## src/rtl/hci_pkg.sv

```systemverilog
package hci_pkg;
    localparam int WORD_W = 16;
    localparam int ARG_N  = 3;

    typedef enum logic [2:0] {
        ST_IDLE,
        ST_GATE,
        ST_IDLECHK,
        ST_ATTN,
        ST_UNGATE,
        ST_PUSH,
        ST_PUSHWAIT,
        ST_DRAIN
    } hci_state_e;

    localparam logic [1:0] SEL_CTRL = 2'd0;
    localparam logic [1:0] SEL_ATTN = 2'd1;
    localparam logic [1:0] SEL_CMD  = 2'd2;

    localparam logic [WORD_W-1:0] CTRL_IRQ_EN   = 16'h0001;
    localparam logic [WORD_W-1:0] LONG_TYPE_BIT = 16'h4000;
endpackage

```

## src/rtl/hci_poll_timer.sv

```systemverilog
module hci_poll_timer #(
    parameter int POLL_GAP   = 4,
    parameter int POLL_LIMIT = 10000
) (
    input  logic clk,
    input  logic rst_n,
    input  logic run_i,
    output logic tick_o,
    output logic expire_o
);
    localparam int GW = (POLL_GAP > 1) ? $clog2(POLL_GAP) : 1;
    localparam int PW = $clog2(POLL_LIMIT + 1);

    typedef struct packed {
        logic [GW-1:0] gap;
        logic [PW-1:0] polls;
    } timer_t;

    timer_t t_d, t_q;

    always_comb begin
        t_d      = t_q;
        tick_o   = run_i && (t_q.gap == GW'(POLL_GAP - 1));
        expire_o = tick_o && (t_q.polls == PW'(POLL_LIMIT - 1));
        if (!run_i) begin
            t_d = '0;
        end else if (tick_o) begin
            t_d.gap   = '0;
            t_d.polls = t_q.polls + 1'b1;
        end else begin
            t_d.gap = t_q.gap + 1'b1;
        end
    end

    always_ff @(posedge clk or negedge rst_n) begin
        if (!rst_n) t_q <= '0;
        else        t_q <= t_d;
    end
endmodule

```

## src/rtl/hci_cmd_format.sv

```systemverilog
module hci_cmd_format
    import hci_pkg::*;
(
    input  logic [4:0]              attn_code_i,
    input  logic                    long_cmd_i,
    input  logic [4:0]              cmd_code_i,
    input  logic [2:0]              dev_i,
    input  logic [7:0]              opts_i,
    input  logic [ARG_N*WORD_W-1:0] args_i,
    input  logic [1:0]              idx_i,
    output logic [WORD_W-1:0]       attn_word_o,
    output logic [WORD_W-1:0]       cmd_word_o,
    output logic                    last_o
);
    logic [ARG_N:0][WORD_W-1:0] words;

    assign words[0] = {opts_i, dev_i, cmd_code_i} | (long_cmd_i ? LONG_TYPE_BIT : '0);

    genvar k;
    generate
        for (k = 1; k <= ARG_N; k++) begin : g_arg
            assign words[k] = args_i[k*WORD_W-1 -: WORD_W];
        end
    endgenerate

    assign attn_word_o = {8'h00, dev_i, attn_code_i};
    assign cmd_word_o  = words[idx_i];
    assign last_o      = long_cmd_i ? (idx_i == 2'd3) : (idx_i == 2'd1);
endmodule

```

## src/rtl/hci_cmd_issuer.sv

```systemverilog
module hci_cmd_issuer
    import hci_pkg::*;
#(
    parameter int POLL_GAP   = 4,
    parameter int POLL_LIMIT = 10000
) (
    input  logic        clk,
    input  logic        rst_n,
    input  logic        start_i,
    input  logic [4:0]  attn_code_i,
    input  logic        skip_idle_i,
    input  logic        long_cmd_i,
    input  logic [4:0]  cmd_code_i,
    input  logic [2:0]  dev_i,
    input  logic [7:0]  opts_i,
    input  logic [47:0] args_i,
    input  logic        stat_busy_i,
    input  logic        stat_cmd_full_i,
    input  logic        stat_in_prog_i,
    output logic        reg_we_o,
    output logic [1:0]  reg_sel_o,
    output logic [15:0] reg_wdata_o,
    output logic        done_o,
    output logic        err_idle_o,
    output logic        err_slow_o
);
    typedef struct packed {
        hci_state_e  state;
        logic [4:0]  attn;
        logic        skip;
        logic        long_cmd;
        logic [4:0]  code;
        logic [2:0]  dev;
        logic [7:0]  opts;
        logic [47:0] args;
        logic [1:0]  idx;
        logic        done;
        logic        err_idle;
        logic        err_slow;
    } issuer_t;

    issuer_t s_d, s_q;

    logic              poll_run, poll_tick, poll_expire;
    logic [WORD_W-1:0] attn_word, cmd_word;
    logic              last_word;

    assign poll_run = (s_q.state == ST_IDLECHK) || (s_q.state == ST_PUSHWAIT);

    hci_poll_timer #(
        .POLL_GAP  (POLL_GAP),
        .POLL_LIMIT(POLL_LIMIT)
    ) u_timer (
        .clk     (clk),
        .rst_n   (rst_n),
        .run_i   (poll_run),
        .tick_o  (poll_tick),
        .expire_o(poll_expire)
    );

    hci_cmd_format u_fmt (
        .attn_code_i(s_q.attn),
        .long_cmd_i (s_q.long_cmd),
        .cmd_code_i (s_q.code),
        .dev_i      (s_q.dev),
        .opts_i     (s_q.opts),
        .args_i     (s_q.args),
        .idx_i      (s_q.idx),
        .attn_word_o(attn_word),
        .cmd_word_o (cmd_word),
        .last_o     (last_word)
    );

    always_comb begin
        s_d          = s_q;
        s_d.done     = 1'b0;
        s_d.err_idle = 1'b0;
        s_d.err_slow = 1'b0;
        unique case (s_q.state)
            ST_IDLE: begin
                if (start_i) begin
                    s_d.state    = ST_GATE;
                    s_d.attn     = attn_code_i;
                    s_d.skip     = skip_idle_i;
                    s_d.long_cmd = long_cmd_i;
                    s_d.code     = cmd_code_i;
                    s_d.dev      = dev_i;
                    s_d.opts     = opts_i;
                    s_d.args     = args_i;
                    s_d.idx      = '0;
                end
            end
            ST_GATE:    s_d.state = s_q.skip ? ST_ATTN : ST_IDLECHK;
            ST_IDLECHK: begin
                if (poll_tick && !stat_busy_i) begin
                    s_d.state = ST_ATTN;
                end else if (poll_expire) begin
                    s_d.state    = ST_IDLE;
                    s_d.err_idle = 1'b1;
                end
            end
            ST_ATTN:   s_d.state = ST_UNGATE;
            ST_UNGATE: s_d.state = ST_PUSH;
            ST_PUSH:   s_d.state = ST_PUSHWAIT;
            ST_PUSHWAIT: begin
                if (poll_tick && !stat_cmd_full_i) begin
                    if (last_word) begin
                        s_d.state = ST_DRAIN;
                    end else begin
                        s_d.idx   = s_q.idx + 2'd1;
                        s_d.state = ST_PUSH;
                    end
                end else if (poll_expire) begin
                    s_d.state    = ST_IDLE;
                    s_d.err_slow = 1'b1;
                end
            end
            ST_DRAIN: begin
                if (!stat_in_prog_i) begin
                    s_d.state = ST_IDLE;
                    s_d.done  = 1'b1;
                end
            end
            default: s_d.state = ST_IDLE;
        endcase
    end

    always_ff @(posedge clk or negedge rst_n) begin
        if (!rst_n) begin
            s_q       <= '0;
            s_q.state <= ST_IDLE;
        end else begin
            s_q <= s_d;
        end
    end

    always_comb begin
        reg_we_o    = 1'b0;
        reg_sel_o   = SEL_CTRL;
        reg_wdata_o = '0;
        unique case (s_q.state)
            ST_GATE:   reg_we_o = 1'b1;
            ST_ATTN: begin
                reg_we_o    = 1'b1;
                reg_sel_o   = SEL_ATTN;
                reg_wdata_o = attn_word;
            end
            ST_UNGATE: begin
                reg_we_o    = 1'b1;
                reg_wdata_o = CTRL_IRQ_EN;
            end
            ST_PUSH: begin
                reg_we_o    = 1'b1;
                reg_sel_o   = SEL_CMD;
                reg_wdata_o = cmd_word;
            end
            default: ;
        endcase
    end

    assign done_o     = s_q.done;
    assign err_idle_o = s_q.err_idle;
    assign err_slow_o = s_q.err_slow;
endmodule

```

## config.mk

```make
export PLATFORM = sky130hd
export DESIGN_NAME = hci_cmd_issuer
export DESIGN_NICKNAME = d
export VERILOG_FILES = /design/src/rtl/hci_pkg.sv /design/src/rtl/hci_poll_timer.sv /design/src/rtl/hci_cmd_format.sv /design/src/rtl/hci_cmd_issuer.sv
export SDC_FILE = /design/constraint.sdc
export NUM_CORES = 1
export LEC_CHECK = 0
export BUFFER_PORTS_ARGS = -buffer_cell sky130_fd_sc_hd__buf_2
export CAP_MARGIN = 20
export CORE_MARGIN = 2
export CORE_UTILIZATION = 29
export CTS_CLUSTER_SIZE = 16
export DETAILED_ROUTE_END_ITERATION = 8
export SYNTH_ARGS = -nofsm -noshare
export SYNTH_HDL_FRONTEND = slang
export SYNTH_SLANG_ARGS = --single-unit
export TNS_END_PERCENT = 5
```

## constraint.sdc

```tcl
create_clock -name clk -period 1.6 [get_ports clk]
set_input_delay 0.08 -clock clk [delete_from_list [all_inputs] [get_ports clk]]
set_output_delay 0.08 -clock clk [all_outputs]
set_load 0.02 [all_outputs]
```

Word-level counts from Yosys, hierarchy flattened
Cells that the tools add are included.
{"block": "classes", "n_addsub": 3, "n_lt_le_gt_ge": 1, "eq_ne": 16, "n_mux": 28, "bitwise": 1, "reduce_logical": 13}
{"cell": "76-bit two-way mux", "n": 1}
{"cell": "16-bit one-hot mux with 3 select lines", "n": 1}
{"cell": "16-bit binary-select mux with 2-bit select", "n": 1}
{"cell": "16-bit two-way mux", "n": 2}
{"cell": "3-bit one-hot mux with 8 select lines", "n": 1}
{"cell": "16-bit OR", "n": 1}
{"cell": "15-bit two-way mux", "n": 1}
{"cell": "14-bit by 1-bit adder with 14-bit output (second input constant)", "n": 1}
{"cell": "14-bit == test (second input constant)", "n": 1}
{"cell": "14-bit two-way mux", "n": 1}
{"cell": "3-bit == test (second input constant)", "n": 4}
{"cell": "3-bit two-way mux", "n": 4}
{"cell": "1-bit two-way mux", "n": 10}
{"cell": "2-bit two-way mux", "n": 4}
{"cell": "2-bit inequality test (second input constant)", "n": 4}
{"cell": "2-bit one-hot mux with 2 select lines", "n": 2}
{"cell": "3-bit by 2-bit == test with 1-bit output (second input constant)", "n": 2}
{"cell": "2-bit by 1-bit adder with 2-bit output (second input constant)", "n": 2}
{"cell": "2-bit == test (second input constant)", "n": 2}
{"cell": "1-bit logical AND", "n": 4}
{"cell": "2-bit AND reduction", "n": 2}
{"cell": "4-bit AND reduction", "n": 1}
{"cell": "4-bit OR reduction", "n": 1}
{"cell": "3-bit by 1-bit == test with 1-bit output (second input constant)", "n": 1}
{"cell": "other kinds (7)", "n": 8}
{"block": "totals", "ff_bits": 95, "inputBits": 77, "output_inout_bits": 22, "wordCells": 76}

Longest topological paths before layout
Gate-level depths: netlist of the first run.
{"block": "logic_depth", "depth_word": 7, "ltp_mapped": 7, "ltp_nobuf": 5}

By module
A second synthesis of the first run with hierarchy kept.
{"block": "hier_totals", "cells_unflattened": 514, "area_unflattened_um2": 5098.6}
{"mod": "hci_cmd_issuer", "instances": 1, "cells_each": 389, "area_each_um2": 3667.3, "seq_area_each_um2": 1976.9}
{"mod": "hci_poll_timer", "instances": 1, "cells_each": 85, "area_each_um2": 857.1, "seq_area_each_um2": 400.4}
{"mod": "hci_cmd_format", "instances": 1, "cells_each": 40, "area_each_um2": 574.3, "seq_area_each_um2": 0.0}

Worst setup path after synthesis of the first run
OpenSTA, ideal clock, no wires.
{"block": "synth_path", "kind": "register to output", "startpoint": "register s_q[77] in the netlist's numbering", "endpoint": "output reg_wdata_o[6]", "t_arrival_ns": 1.548, "t_required_ns": 1.520, "path_slack_ns": -0.028, "path_stages_with_launch": 5, "path_buffers": 2, "path_cell_list": "dfrtp_1 > buf_2 > nor3_2 > clkbuf_1 > a22o_1"}
{"block": "synth_between", "elab_chain_cells": 2, "elab_cells_between_ends": 4, "cone_classes": "eq/ne (3); mux (1)"}
{"item": "from (decl)", "line": "hci_cmd_issuer.sv:42", "text": "issuer_t s_d, s_q;"}
{"item": "3-bit == test or 3-bit by 2-bit == test with 1-bit output (tied branches)", "line": "hci_cmd_issuer.sv:141", "text": "unique case (s_q.state)"}
{"item": "16-bit one-hot mux with 3 select lines (*)", "line": "hci_cmd_issuer.sv:141"}
{"item": "to (decl)", "line": "hci_cmd_issuer.sv:22", "text": "output logic [15:0] reg_wdata_o,"}
Mark *: on every way between the ends. The rest lies on a longest branch, timed or not.

Final worst setup path of the first run
{"block": "layout_path", "startpoint": "register s_q[3] in the netlist's numbering", "endpoint": "output reg_wdata_o[0]"}
{"block": "layout_between", "elab_chain_cells": 3}
{"item": "16-bit binary-select mux with 2-bit select", "line": "hci_cmd_format.sv:27", "text": "assign cmd_word_o = words[idx_i];"}
{"item": "16-bit two-way mux (implied by the code)", "line": "hci_cmd_format.sv:27"}
{"item": "16-bit one-hot mux with 3 select lines", "line": "hci_cmd_issuer.sv:141"}
No other way between the ends. The select of a mux whose other input is x is not followed.

==> qor.csv, run 1 <==
stage;metric;value;unit
drt;number of routed nets with antenna violations;0;
die;core box area;0.01509;mm^2
drt;WL met3;439;um
sta;setup TNS;-7.913;ns
clocking;CTS tree;built;
critical_path;Max FO, Critical Path;4;
drt;drc violations;0;
synthesis;top_reg_cell synth;dfrtp_1;
hold_path;HP Class;in2reg;
sta;final hold violation count;0;
clocking;clock sinks;95;
finish;design area;0.006793;mm^2
synthesis;Yosys top cell area share;53.36;%
sta;min Tclk post-route;1.855;ns
critical_path;critical path launch point type;flop;
synthesis;area leader, netlist;dfrtp_1;
synthesis;synthesis warning total;0;
drt;1st-pass router iterations;4;
synthesis;cell area after synthesis;0.004456;mm^2
power_and_ir_drop;Pleak;3.103;nW
global_routing;vias in the first global route;3682;
finish;Final Non-Filler Cells;718;
power_and_ir_drop;P per Cell Area;1565;mW/mm^2
drt;post-DR vias/cell;4.712;
synthesis;Gate Count Post-Synth;329;
finish;layout cells sized above 1;47.17;%
place;Cells after DPL;628;
finish;commonest cells after routing, fill and taps aside;94 x dfrtp_1, 88 x buf_2, 72 x dlygate4sd3_1, 51 x mux2_4, 24 x buf_4;
place;DP Area;0.005433;mm^2
finish;Ant. Diodes;0;
sta;measured slew at the worst slew-check pin;0.3429;ns
drt;vias;3383;
clocking;clk_lat worst skew;0.35;ns
clocking;number of CTS-inserted buffers;9;
job;maxcap violations;0;
critical_path;crit end category;output port;
power_and_ir_drop;Tot Pwr;10.63;mW
synthesis;Synth Area per Inst;13.54;um^2
critical_path;Worst Path Class, Setup;reg2out;
global_routing;gr ovfl total;0;
status;outcome;finished with violations;
sta;skew final;0.01134;ns
drt;Total Wirelength;11200;um
synthesis;Netlist cell types;42;
finish;most common library cell in the layout ignoring fill and taps;dfrtp_1;
critical_path;Crit path required time;1.52;ns
finish;# nets final;605;
drt;wire per inst;15.60;um
status;failing checks;setup timing;
clocking;Worst-path clk slew;0.07;ns
global_routing;initial antenna violation count;0;
drt;DR WL met2;5594;um
die;Die Footprint;0.01637;mm^2
sta;final hold slack;0.04404;ns
sta;RSZ-0062 raised after global routing;yes;
global_routing;GRT Util Overall;14.07;%
die;Die Span X;128.0;um
sta;fin. max-slew vios;0;
synthesis;register area share after synthesis;53.36;%
synthesis;number of synthesized flops with an enable pin;0;
sta;final setup vio count;78;
sta;final worst setup slack;-0.2551;ns
clocking;Root Buffer;clkbuf_16;
die;Initial Util;29.53;%
global_routing;first-pass GRT wire length;17940;um
synthesis;fraction of registers with async set/reset;100.0;%
finish;Area Overhead vs Synth;52.46;%
synthesis;Synth Net Count;408;
clocking;H-tree depth;3;
critical_path;Worst EP arrival;1.78;ns
sta;Rel. slew slack;77.14;%
die;Core Rows;45;
synthesis;FF+latch count, synth;95;
global_routing;largest net degree at the start of global routing;51;
place;placed wire-length estimate;7406;um
sta;Max Clk Rate;0.5391;GHz
drt;WL met1;4991;um
sta;final period utilization;115.9;%
drt;DR iter-0 viols;124;
power_and_ir_drop;Max VDD drop;0.0006958;V
drt;Top Layer Used;met4;
place;port bufs;98;
clocking;CTS Buffer Depth;2;
place;RD Place Congestion;0.7820;
die;Die H;128.0;um
die;I/O pin count;99;
synthesis;top cells by area, synth;dfrtp_1 53%, mux2_2 18%, mux4_2 8.1%, nor2_1 1.9%, and2_1 1.4%;
[stage by stage]
stage | setup WS [ns] | util [%]
2_1_floorplan | 0.0008619 | -
3_3_place_gp | -0.001675 | 36.00
3_5_place_dp | -0.06708 | 36.00
4_1_cts | -0.2778 | 44.24
5_1_grt | -0.3238 | 45.02
6_report | -0.2551 | 45.02
[cells in the mapped netlist, drive strengths merged, types with 3 or more instances]
library cell  instances
nor2                 23
nor4                  4
nand2b                4
nor2b                 3
a31oi                 5
inv                   4
xor2                  5
mux2                 71
dfrtp                95
clkbuf                6
and2                 10
nand3                 6
o21ai                 4
buf                  15
nand4                 5
mux4                 16
nor3                  6
a21oi                 3
a22o                  7
nand2                10
xnor2                 7
[area by class of cell]
cell class                 instances  area [um^2]
fill                            1338         8297
sequential                        95         2379
multi-input combinational        209         2198
timing repair buffer             207         1667
clock buffer                      12        256.5
tap                              188        235.2
clock inverter                     3        42.54
inverter                           4        15.01
[state kept, by name (all words and copies together) (netlist names)]
signal and count:
s_q 76, u_timer.t_q 16, done_o 1, err_idle_o 1, err_slow_o 1
[routing by layer]
layer / vias to the layer above / global-route usage [%]
li1: 1586 / -
met1: 1704 / 17.52
met2: 79 / 24.00
met3: 14 / 3.130
met4: 0 / 5.236
met5: - / 0
[path summary, 6_finish.rpt]
kind,from,end,slack (ns),cells after the start
setup / recovery,s_q[3],reg_wdata_o[0],-0.26,5
hold / removal,start_i,s_q[76],0.04,3
setup reg to reg,s_q[76],s_q[33],-0.11,5
hold reg to reg,s_q[20],s_q[20],0.50,1
max in group asynchronous,rst_n,s_q[3],0.82,3
min in group asynchronous,rst_n,s_q[26],0.18,2
[report_power, final]
group / switching (mW) / leakage, nW / internal (mW)
clock: 0.882 / 0.145 / 1.29
sequential: 0.570 / 1.18 / 3.40
combinational: 1.70 / 1.78 / 2.80
[kinds of logic (layout without fill, tap and decap cells)]
kind of cell	after synthesis	count (layout)	share of synthesized area, %
XOR/XNOR	12	12	2.359
AND/OR/NAND/NOR	78	78	9.716
multiplexers	88	88	26.26
flip-flops	95	95	53.36
AO/OA/AOI/OAI	29	29	4.774
buffers and inverters	25	226	2.977
adder cells (fa/ha/maj)	2	2	0.5616
[critical path, stage by stage (launching register included)]
cell	delay [ns]
dfrtp_2	0.41
buf_4	0.13
mux4_2	0.53
o21ai_1	0.13
nand2_1	0.07
buf_2	0.16
[repair_timing]
action / CTS / global route
endpoints found under the hold margin: 114 / 0
buffers inserted: 2 / 1
setup endpoints to repair: 58 / 89
resized for setup: 59 / 27
pin swaps: 6 / 1
hold buffers: 72 / 0
Power figures use the tool's default switching activity.
==> inputs of run 2 (changes only) <==
--- a/config.mk
+++ b/config.mk
@@ -8,9 +8,10 @@
 export BUFFER_PORTS_ARGS = -buffer_cell sky130_fd_sc_hd__buf_2
 export CAP_MARGIN = 20
 export CORE_MARGIN = 2
-export CORE_UTILIZATION = 29
+export CORE_UTILIZATION = 45
 export CTS_CLUSTER_SIZE = 16
 export DETAILED_ROUTE_END_ITERATION = 8
+export PLACE_DENSITY = 0.71
 export SYNTH_ARGS = -nofsm -noshare
 export SYNTH_HDL_FRONTEND = slang
 export SYNTH_SLANG_ARGS = --single-unit
==> run 2 against run 1 <==
The flow still finishes with violations (setup timing); die area is 35% lower; worst hold slack improved by 0.041 ns; critical path depth decreased by 1; sequential share of layout area grew 0.68 points; maximum frequency fell by 1.3%; clock power shrank 24%; largest power group unchanged.
==> qor.csv, run 2 (same netlist as run 1, synthesis figures left out) <==
stage;metric;value;unit
finish;max reg flops;76;
critical_path;Crit-path slowest cell;mux4_2;
power_and_ir_drop;internal cell power;6.999;mW
drt;1st-pass router iterations;4;
drt;vias;3446;
critical_path;critical path launch point type;flop;
finish;Register Area;0.002379;mm^2
drt;post-DR vias/cell;5.174;
finish;Ant. Diodes;0;
sta;final period utilization;117.5;%
critical_path;CP cell instances;buf_6, mux4_2, a22o_1, buf_6;
clocking;number of CTS-inserted buffers;9;
clocking;H-tree depth;3;
die;core box area;0.009684;mm^2
place;placed wire-length estimate;7441;um
critical_path;most used cell, CP;buf_6;
die;Initial Util;46.01;%
sta;fin. max-slew vios;0;
die;Core Rows;36;
status;outcome;finished with violations;
die;Die H;103.5;um
finish;footprint of the multi-input gates;0.002195;mm^2
critical_path;Worst Path Class, Setup;reg2out;
finish;most common library cell in the layout ignoring fill and taps;dfrtp_1;
place;DP Worst Slack;0.002366;ns
power_and_ir_drop;Switch Pwr;3.215;mW
power_and_ir_drop;clock power share;16.2;%
clocking;CTS tree;built;
sta;min Tclk post-route;1.880;ns
finish;Final Non-Filler Cells;666;
sta;Rel. slew slack;76.20;%
sta;final worst setup slack;-0.2797;ns
global_routing;first-pass GRT wire length;18900;um
power_and_ir_drop;logic gate share of total power;44.5;%
finish;# nets final;607;
critical_path;delay-heaviest family, CP;multiplexers;
global_routing;GRT Util Overall;22.38;%
critical_path;Critical Path Max Stage Delay;0.50;ns
power_and_ir_drop;P per Cell Area;1533;mW/mm^2
place;RD Place Congestion;0.8226;
sta;measured slew at the worst slew-check pin;0.3570;ns
power_and_ir_drop;Tot Pwr;10.21;mW
drt;DR iter-0 viols;106;
finish;biggest regs;s_q x76, u_timer.t_q x16;
finish;commonest cells after routing, fill and taps aside;94 x dfrtp_1, 84 x buf_2, 74 x dlygate4sd3_1, 49 x mux2_4, 23 x buf_4;
sta;final setup vio count;89;
die;Die Footprint;0.01071;mm^2
finish;Area Overhead vs Synth;49.56;%
sta;skew final;0.01150;ns
finish;layout cells sized above 1;48.59;%
power_and_ir_drop;Reg power frac;39.3;%
place;port bufs;98;
critical_path;Crit path required time;1.52;ns
critical_path;Max FO, Critical Path;5;
power_and_ir_drop;Max VDD drop;0.0009001;V
sta;final hold violation count;0;
place;Cells after DPL;573;
global_routing;initial antenna violation count;0;
sta;RSZ-0062 raised after global routing;yes;
sta;Max Clk Rate;0.5320;GHz
clocking;clock sinks;95;
die;Die Span X;103.5;um
clocking;Worst-path clk slew;0.09;ns
critical_path;Worst EP arrival;1.80;ns
global_routing;largest net degree at the start of global routing;41;
drt;Total Wirelength;11930;um
status;failing checks;setup timing;
global_routing;gr ovfl total;0;
power_and_ir_drop;Switching Share;31.47;%
power_and_ir_drop;Pleak;3.070;nW
global_routing;vias in the first global route;3779;
hold_path;HP Class;in2reg;
drt;number of routed nets with antenna violations;0;
clocking;CTS Buffer Depth;2;
critical_path;crit end category;output port;
drt;drc violations;0;
finish;register with the most flip-flops;s_q;
clocking;clk_lat worst skew;0.36;ns
critical_path;Worst Path Buf+Inv;2;
job;maxcap violations;0;
drt;wire per inst;17.92;um
finish;# fillers;672;
clocking;Root Buffer;clkbuf_8;
die;I/O pin count;99;
finish;post-layout util;68.81;%
-- run 2: changes by cell type in the layout (fill, tap and decap cells not counted), moves of 2 or more --
cell           before  now
buf_2              88   84
and2_1             10    3
mux2_4             51   49
buf_6              14   22
clkbuf_8            2   11
buf_12              8    5
mux2_2             20   22
inv_6               0    2
and2_4              0    7
clkbuf_16           9    0
dlygate4sd3_1      72   74
-- run 2: power groups by stage --
stage / combinational [mW] / sequential, mW / clock [mW]
final: 4.54 / 4.02 / 1.65
after global routing: 4.86 / 4.13 / 1.77
after floorplan: 2.62 / 3.78 / 0
after CTS: 4.02 / 3.95 / 1.68
after global placement: 3.47 / 3.89 / 0
after detailed placement: 3.61 / 3.99 / 0
-- run 2: final cells by class --
type | count | share of cell area (%)
Clock buffer | 12 | 2.328
Clock inverter | 4 | 0.7886
Inverter | 4 | 0.3004
Multi-Input combinational cell | 209 | 32.93
Sequential cell | 95 | 35.69
Tap cell | 133 | 2.497
Timing Repair Buffer | 209 | 25.46
-- run 2: per-stage QoR --
step / setup TNS, ns / area, um^2 / hold slack (ns)
3_3_place_gp: 0 / 5326 / 0.02009
2_1_floorplan: 0 / 4459 / -0.2156
5_1_grt: -13.01 / 6664 / 0.1025
6_report: -8.212 / 6664 / 0.08533
3_5_place_dp: 0 / 5326 / 0.02348
4_1_cts: -7.790 / 6407 / 0.07680
-- run 2: layer usage --
layer  GRT usage [%]  vias to the layer above  wire [um]
met1           28.61                     1706       5063
met2           37.46                      122       5929
met3           4.091                       26        603
met5               0                        -          0
met4           9.846                        0        336
li1                -                     1592          -
-- run 2: tightest hold or removal path: cells and delay by family --
kind	cells	cell delay, ns
buffers and inverters	1	0.12
AND/OR/NAND/NOR	2	0.21
-- run 2: worst paths after layout --
| kind | startpoint | endpoint | slack [ns] | cells after the start |
|---|---|---|---|---|
| worst max-delay path | s_q[3] | reg_wdata_o[6] | -0.28 | 4 |
| worst min-delay path | stat_cmd_full_i | err_slow_o | 0.09 | 3 |
| worst max register to register | s_q[76] | s_q[52] | -0.16 | 5 |
| worst min register to register | s_q[28] | s_q[28] | 0.51 | 1 |
| max in group asynchronous | rst_n | s_q[53] | 0.85 | 3 |
| min in group asynchronous | rst_n | s_q[52] | 0.16 | 2 |
-- run 2: timing repair --
action,in CTS,in global routing
hold endpoints to repair,148,0
resized for setup,34,73
endpoints found under the setup margin,19,95
gates cloned,1,0
pin swaps,7,9
hold buffers,74,0
setup buffers,2,0
